### src/rtl/i2c_addr_pkg.sv
package i2c_addr_pkg;
  localparam int BYTE_W = 8;
  localparam int ADR_W  = 7;

  typedef enum logic {
    BANK_ADDR = 1'b0,
    BANK_MASK = 1'b1
  } am_bank_e;

  typedef logic [BYTE_W-1:0] byte_t;
endpackage

### src/rtl/i2c_am_regfile.sv
module i2c_am_regfile
  import i2c_addr_pkg::*;
#(
  parameter int NUM_SLOTS = 4,
  localparam int IDX_W = $clog2(NUM_SLOTS),
  localparam int CA_W  = IDX_W + 1
) (
  input  logic                              clk,
  input  logic                              rst_n,
  input  logic                              we,
  input  logic [CA_W-1:0]                   addr,
  input  byte_t                             wdata,
  output byte_t                             rdata,
  output logic [NUM_SLOTS-1:0][BYTE_W-1:0]  slot_addr,
  output logic [NUM_SLOTS-1:0][ADR_W-1:0]   slot_mask
);
  am_bank_e         bank;
  logic [IDX_W-1:0] sel;

  assign bank = am_bank_e'(addr[IDX_W]);
  assign sel  = addr[IDX_W-1:0];

  for (genvar g = 0; g < NUM_SLOTS; g++) begin : g_slot
    byte_t            adr_q, adr_d;
    logic [ADR_W-1:0] msk_q, msk_d;
    logic             adr_en, msk_en;

    assign adr_en = we && (bank == BANK_ADDR) && (sel == IDX_W'(g));
    assign msk_en = we && (bank == BANK_MASK) && (sel == IDX_W'(g));

    always_comb begin
      adr_d = adr_q;
      msk_d = msk_q;
      if (adr_en) adr_d = wdata;
      if (msk_en) msk_d = wdata[BYTE_W-1:1];
    end

    always_ff @(posedge clk or negedge rst_n) begin
      if (!rst_n) begin
        adr_q <= '0;
        msk_q <= '0;
      end else begin
        adr_q <= adr_d;
        msk_q <= msk_d;
      end
    end

    assign slot_addr[g] = adr_q;
    assign slot_mask[g] = msk_q;
  end

  always_comb begin
    if (bank == BANK_MASK) rdata = {slot_mask[sel], 1'b0};
    else                   rdata = slot_addr[sel];
  end
endmodule

### src/rtl/i2c_am_cmp.sv
module i2c_am_cmp
  import i2c_addr_pkg::*;
(
  input  byte_t            rx_byte,
  input  byte_t            slot_addr,
  input  logic [ADR_W-1:0] slot_mask,
  output logic             hit,
  output logic             gc_hit
);
  logic             zero_adr;
  logic [ADR_W-1:0] diff;

  assign zero_adr = (rx_byte[BYTE_W-1:1] == '0);
  assign diff     = (rx_byte[BYTE_W-1:1] ^ slot_addr[BYTE_W-1:1]) & ~slot_mask;
  assign hit      = !zero_adr && (diff == '0);
  assign gc_hit   = zero_adr && !rx_byte[0] && slot_addr[0];
endmodule

### src/rtl/i2c_am_prio.sv
module i2c_am_prio #(
  parameter int NUM_SLOTS = 4,
  localparam int IDX_W = $clog2(NUM_SLOTS)
) (
  input  logic [NUM_SLOTS-1:0] hits,
  input  logic [NUM_SLOTS-1:0] gc_hits,
  output logic                 any,
  output logic                 any_gc,
  output logic [IDX_W-1:0]     idx
);
  logic [NUM_SLOTS-1:0] sel;

  assign any_gc = |gc_hits;
  assign sel    = any_gc ? gc_hits : hits;
  assign any    = |sel;

  always_comb begin
    idx = '0;
    for (int i = NUM_SLOTS - 1; i >= 0; i--) begin
      if (sel[i]) idx = IDX_W'(i);
    end
  end
endmodule

### src/rtl/i2c_am_buf.sv
module i2c_am_buf
  import i2c_addr_pkg::*;
(
  input  logic  clk,
  input  logic  rst_n,
  input  logic  load,
  input  byte_t din,
  output byte_t dout
);
  byte_t buf_q, buf_d;

  always_comb begin
    buf_d = buf_q;
    if (load) buf_d = din;
  end

  always_ff @(posedge clk or negedge rst_n) begin
    if (!rst_n) buf_q <= '0;
    else        buf_q <= buf_d;
  end

  assign dout = buf_q;
endmodule

### src/rtl/i2c_addr_match.sv
module i2c_addr_match
  import i2c_addr_pkg::*;
#(
  parameter int NUM_SLOTS = 4,
  localparam int IDX_W = $clog2(NUM_SLOTS),
  localparam int CA_W  = IDX_W + 1
) (
  input  logic              clk,
  input  logic              rst_n,
  input  logic              cfg_we,
  input  logic [CA_W-1:0]   cfg_addr,
  input  logic [7:0]        cfg_wdata,
  output logic [7:0]        cfg_rdata,
  input  logic              addr_valid,
  input  logic [7:0]        addr_byte,
  input  logic              ninth_strobe,
  input  logic [7:0]        shift_data,
  output logic              match_pulse,
  output logic [IDX_W-1:0]  match_idx,
  output logic              gc_pulse,
  output logic [7:0]        buf_data
);
  // reset: asserted at once, released on a clock edge
  logic [1:0] rst_sync_q;
  logic       rst_int_n;

  always_ff @(posedge clk or negedge rst_n) begin
    if (!rst_n) rst_sync_q <= 2'b00;
    else        rst_sync_q <= {rst_sync_q[0], 1'b1};
  end
  assign rst_int_n = rst_sync_q[1];

  logic [NUM_SLOTS-1:0][BYTE_W-1:0] slot_addr;
  logic [NUM_SLOTS-1:0][ADR_W-1:0]  slot_mask;
  logic [NUM_SLOTS-1:0]             hits, gc_hits;
  logic                             any, any_gc;
  logic [IDX_W-1:0]                 win_idx;

  i2c_am_regfile #(.NUM_SLOTS(NUM_SLOTS)) u_regs (
    .clk       (clk),
    .rst_n     (rst_int_n),
    .we        (cfg_we),
    .addr      (cfg_addr),
    .wdata     (cfg_wdata),
    .rdata     (cfg_rdata),
    .slot_addr (slot_addr),
    .slot_mask (slot_mask)
  );

  for (genvar g = 0; g < NUM_SLOTS; g++) begin : g_cmp
    i2c_am_cmp u_cmp (
      .rx_byte   (addr_byte),
      .slot_addr (slot_addr[g]),
      .slot_mask (slot_mask[g]),
      .hit       (hits[g]),
      .gc_hit    (gc_hits[g])
    );
  end

  i2c_am_prio #(.NUM_SLOTS(NUM_SLOTS)) u_prio (
    .hits    (hits),
    .gc_hits (gc_hits),
    .any     (any),
    .any_gc  (any_gc),
    .idx     (win_idx)
  );

  logic             match_q, match_d;
  logic             gc_q, gc_d;
  logic [IDX_W-1:0] idx_q, idx_d;
  logic             idx_en;

  assign idx_en = addr_valid && any;

  always_comb begin
    match_d = addr_valid && any;
    gc_d    = addr_valid && any_gc;
    idx_d   = idx_q;
    if (idx_en) idx_d = win_idx;
  end

  always_ff @(posedge clk or negedge rst_int_n) begin
    if (!rst_int_n) begin
      match_q <= 1'b0;
      gc_q    <= 1'b0;
      idx_q   <= '0;
    end else begin
      match_q <= match_d;
      gc_q    <= gc_d;
      idx_q   <= idx_d;
    end
  end

  assign match_pulse = match_q;
  assign gc_pulse    = gc_q;
  assign match_idx   = idx_q;

  i2c_am_buf u_buf (
    .clk   (clk),
    .rst_n (rst_int_n),
    .load  (ninth_strobe),
    .din   (shift_data),
    .dout  (buf_data)
  );
endmodule

### config.mk
export PLATFORM = sky130hd
export DESIGN_NAME = i2c_addr_match
export DESIGN_NICKNAME = d
export VERILOG_FILES = /design/src/rtl/i2c_addr_pkg.sv /design/src/rtl/i2c_am_regfile.sv /design/src/rtl/i2c_am_cmp.sv /design/src/rtl/i2c_am_prio.sv /design/src/rtl/i2c_am_buf.sv /design/src/rtl/i2c_addr_match.sv
export SDC_FILE = /design/constraint.sdc
export NUM_CORES = 1
export LEC_CHECK = 0
export ABC_CLOCK_PERIOD_IN_PS = 3100
export BUFFER_PORTS_ARGS = -buffer_cell sky130_fd_sc_hd__buf_2
export CORE_UTILIZATION = 54
export CTS_CLUSTER_DIAMETER = 200
export DETAILED_ROUTE_END_ITERATION = 12
export PLACE_DENSITY = 0.83
export SLEW_MARGIN = 20
export SYNTH_ARGS = -nofsm -noshare
export SYNTH_HDL_FRONTEND = slang
export SYNTH_SLANG_ARGS = --single-unit
### constraint.sdc
create_clock -name clk -period 3.1 [get_ports clk]
set_input_delay 0.155 -clock clk [delete_from_list [all_inputs] [get_ports clk]]
set_output_delay 0.155 -clock clk [all_outputs]
set_load 0.01 [all_outputs]
==> impl_results.md <==
* EDFF count, synth at 0
* Seq/Total Area, Yosys at 0.489
* Die area at 7350 sq um
* Post-synthesis adder-cell area fraction at 0
* Crit end category: flip-flop
* Row cnt at 30
* Post-CTS sizing at 0
* Multiplexer share of the synthesized area at 0.315
* DIE WIDTH at around 86 um
* Synthesized area at 3790 sq um
* Layout cell share with drive strength beyond 1 at 0.532
* Vias in the first global route at ~2600
* Internal power at 0.00217 W
* Sw Ratio at 0.279
* Final non-filler cell total at roughly 400
* Worst path buffer plus inverter count at 0
* Starting density of the core at 0.558
* CP startpoint kind: flip-flop
* Primary FF master, synth: dfrtp_1
* Initial antenna violation count at 0
* Final HPWL DP at 5780 um
* Synth cell types at 37
* Final wirelength at 8320 um
* Seq pwr share at 0.450
* Final period utilization at 0.617
* Switching power total at 0.000842 W
* Data arrival, critical path at 2.20 ns
* Worst Hold Class: input pin to flip-flop
* Clock latency on the worst-skew pair at 0.36 ns
* Clk Tree Root Cell: clkbuf_8
* Area Overhead vs Synth at 14.5%
* Vias/cell at 5.87
* CTS tree: yes
* Final setup fails at 0
* Complex-gate fraction of the synthesized area at 0.0512
* Largest net degree at the start of global routing at 37
* # DRC at 0
* Core region area at 6790 sq um
* Die H at 85.8 um
* Initial drt markers at 204
* Post-Synth Simple-Gate Area at 0.0499
* Clock Sinks at 74
* GRT Resource Usage Total at 0.257
* Fillers at 490
* Worst-path cell chain: xnor2_1 > o22ai_1 > nor4_1 > o31ai_4 > o21ai_2 > mux2i_1
* Post-DP Area at 4080 sq um
* Post-CTS Setup Bufs at 0
* CP peak stage delay at 0.73 ns
* Outcome: completed
* Hold-critical path depth at 2
* # placed instances at 395
* Drt first pass iters at 4
* Stages on worst setup path at 6
* Part of the power in the clock network at 0.312
* Main combinational cell family by area after synthesis: multiplexers
* # hold bufs at CTS at 1
* Area of the multi-input gates at around 1800 sq um
* Fmax at 523 MHz
* Antenna-violating nets left at 0
* I/O Buffers at roughly 50
* Total number of yosys warnings at 0
* Setup TNS Final at 0 ns
* Post-route minimum period at approximately 1.9 ns
* H-tree depth at 3
* Pwr dens at 694 nW/um^2
* Vias post-DR at ~2400
* Clock Path Buffers at 2
* Routed len/inst at 20.2 um
* Syn avg cell area at between 10 and 15 sq um
* CTS clk-pin slew, worst paths at 0.07 ns
* Slowest stage cell on the critical path: nor4_1
* Rel. slew slack at 0.362
* Fin. max-slew vios at 0
* Worst Path Class, Setup: flip-flop to flip-flop
* Reg area at 1850 sq um
* Final instance area at 4340 sq um
* Xor/xnor share of the synthesized area at 0.0647
* Logic pwr share at 0.237
* I/O pins at 52
* CTS Buf Count at 9
* N_diodes at 0
* Setup Skew at 0.00609 ns
* Net count after synthesis at 294
* Nets at approximately 340
* Post-Synthesis Cells at 262
* Worst Max-Slew Pin Slew at 0.952 ns
* GR Overflow Total at 0
* Hold Fails Final Rpt at 0
* Critical path's top delay family: simple AND/OR/NAND/NOR gates
* Cells on worst reg2reg path at 6
* Asr flop ratio synth at 1.00
* LEAKAGE at 1.81 nW
* RSZ-0062 raised after global routing: no
* First-pass GRT wire length at approximately 14000 um
* RD Place Congestion at 0.831
* Yosys reg bits at 74
* CP max FO at 3
* Max-cap violation count at 0
* Peak supply drop at around 340 uV
* Critical path data required time at 3.39 ns
==> per-layer routing <==
metal / vias to the layer above / routed length [um] / track usage
li1: 1078 / - / -
met1: 1223 / 3520 / 0.349
met2: 101 / 4040 / 0.395
met3: 17 / 579 / 0.0645
met4: 0 / 179 / 0.114
met5: - / 0 / 0
==> synth_stat cells (3+ instances only) <==
library cell	number	area [sq um]
dfrtp_1	74	1850
mux2_1	3	33.8
xnor2_1	28	245
nor2_1	3	11.3
buf_4	5	37.5
o22ai_1	16	100
mux2_2	72	811
nand4b_1	3	26.3
o21a_1	3	22.5
clkbuf_1	6	22.5
mux4_2	15	338
nor4_1	3	18.8
==> cell families after synthesis <==
family | Yosys count
XOR/XNOR | 28
multiplexers | 91
other | 1
AO/OA/AOI/OAI | 26
AND/OR/NAND/NOR | 24
flip-flops | 74
buffers and inverters | 18
==> cells in the final DEF (no fill, tap or decap), drive strengths merged, types with 12 or more instances in the layout <==
cell type	instances
mux2	75
dfrtp	74
buf	53
xnor2	28
o22ai	16
mux4	15
clkbuf	12
==> state kept, by name, summed over array words and instances, names as in the netlist <==
register	cells
rst_sync_q	2
gc_pulse	1
match_idx	2
u_regs.g_slot.adr_q	32
match_pulse	1
u_buf.dout	8
u_regs.g_slot.msk_q	28
==> area by class of cell <==
| type | count | share of cell area |
|---|---|---|
| Tap cell | 96 | 0.0277 |
| Inverter | 2 | 0.00173 |
| Sequential cell | 74 | 0.427 |
| Clock inverter | 4 | 0.0225 |
| Multi-Input combinational cell | 170 | 0.421 |
| Timing Repair Buffer | 54 | 0.0646 |
| Clock buffer | 12 | 0.0358 |
==> power groups by stage <==
stage          sequential, W  clock [W]  combinational, W
2_1_floorplan        0.00133          0          0.000531
3_3_place_gp         0.00136          0          0.000691
3_5_place_dp         0.00137          0          0.000712
4_1_cts              0.00136   0.000953          0.000718
5_1_grt              0.00138   0.000996          0.000781
6_report             0.00136   0.000941          0.000715
==> per-stage QoR <==
step | setup slack [ns] | utilization | power, W | hold WS (ns)
floorplan | 0.887 | - | 0.00186 | -0.141
CTS | 1.23 | 0.638 | 0.00303 | 0.0125
global route | 1.13 | 0.638 | 0.00316 | 0.0108
global placement | 1.07 | 0.600 | 0.00205 | -0.0593
detailed placement | 1.02 | 0.600 | 0.00208 | -0.0562
finish | 1.19 | 0.638 | 0.00301 | 0.0223
==> path summary, 6_finish.rpt <==
path / slack [ns] / startpoint / endpoint
max in group asynchronous: 1.97 / rst_sync_q[1] / u_regs.g_slot[0].msk_q[4]
hold / removal: 0.02 / shift_data[4] / u_buf.dout[4]
min in group asynchronous: 0.10 / rst_n / rst_sync_q[1]
hold reg to reg: 0.35 / rst_sync_q[0] / rst_sync_q[1]
setup reg to reg: 1.19 / u_regs.g_slot[1].adr_q[2] / match_idx[0]
setup / recovery: 1.19 / u_regs.g_slot[1].adr_q[2] / match_idx[0]
No activity file was read; power rests on OpenSTA's default activity.
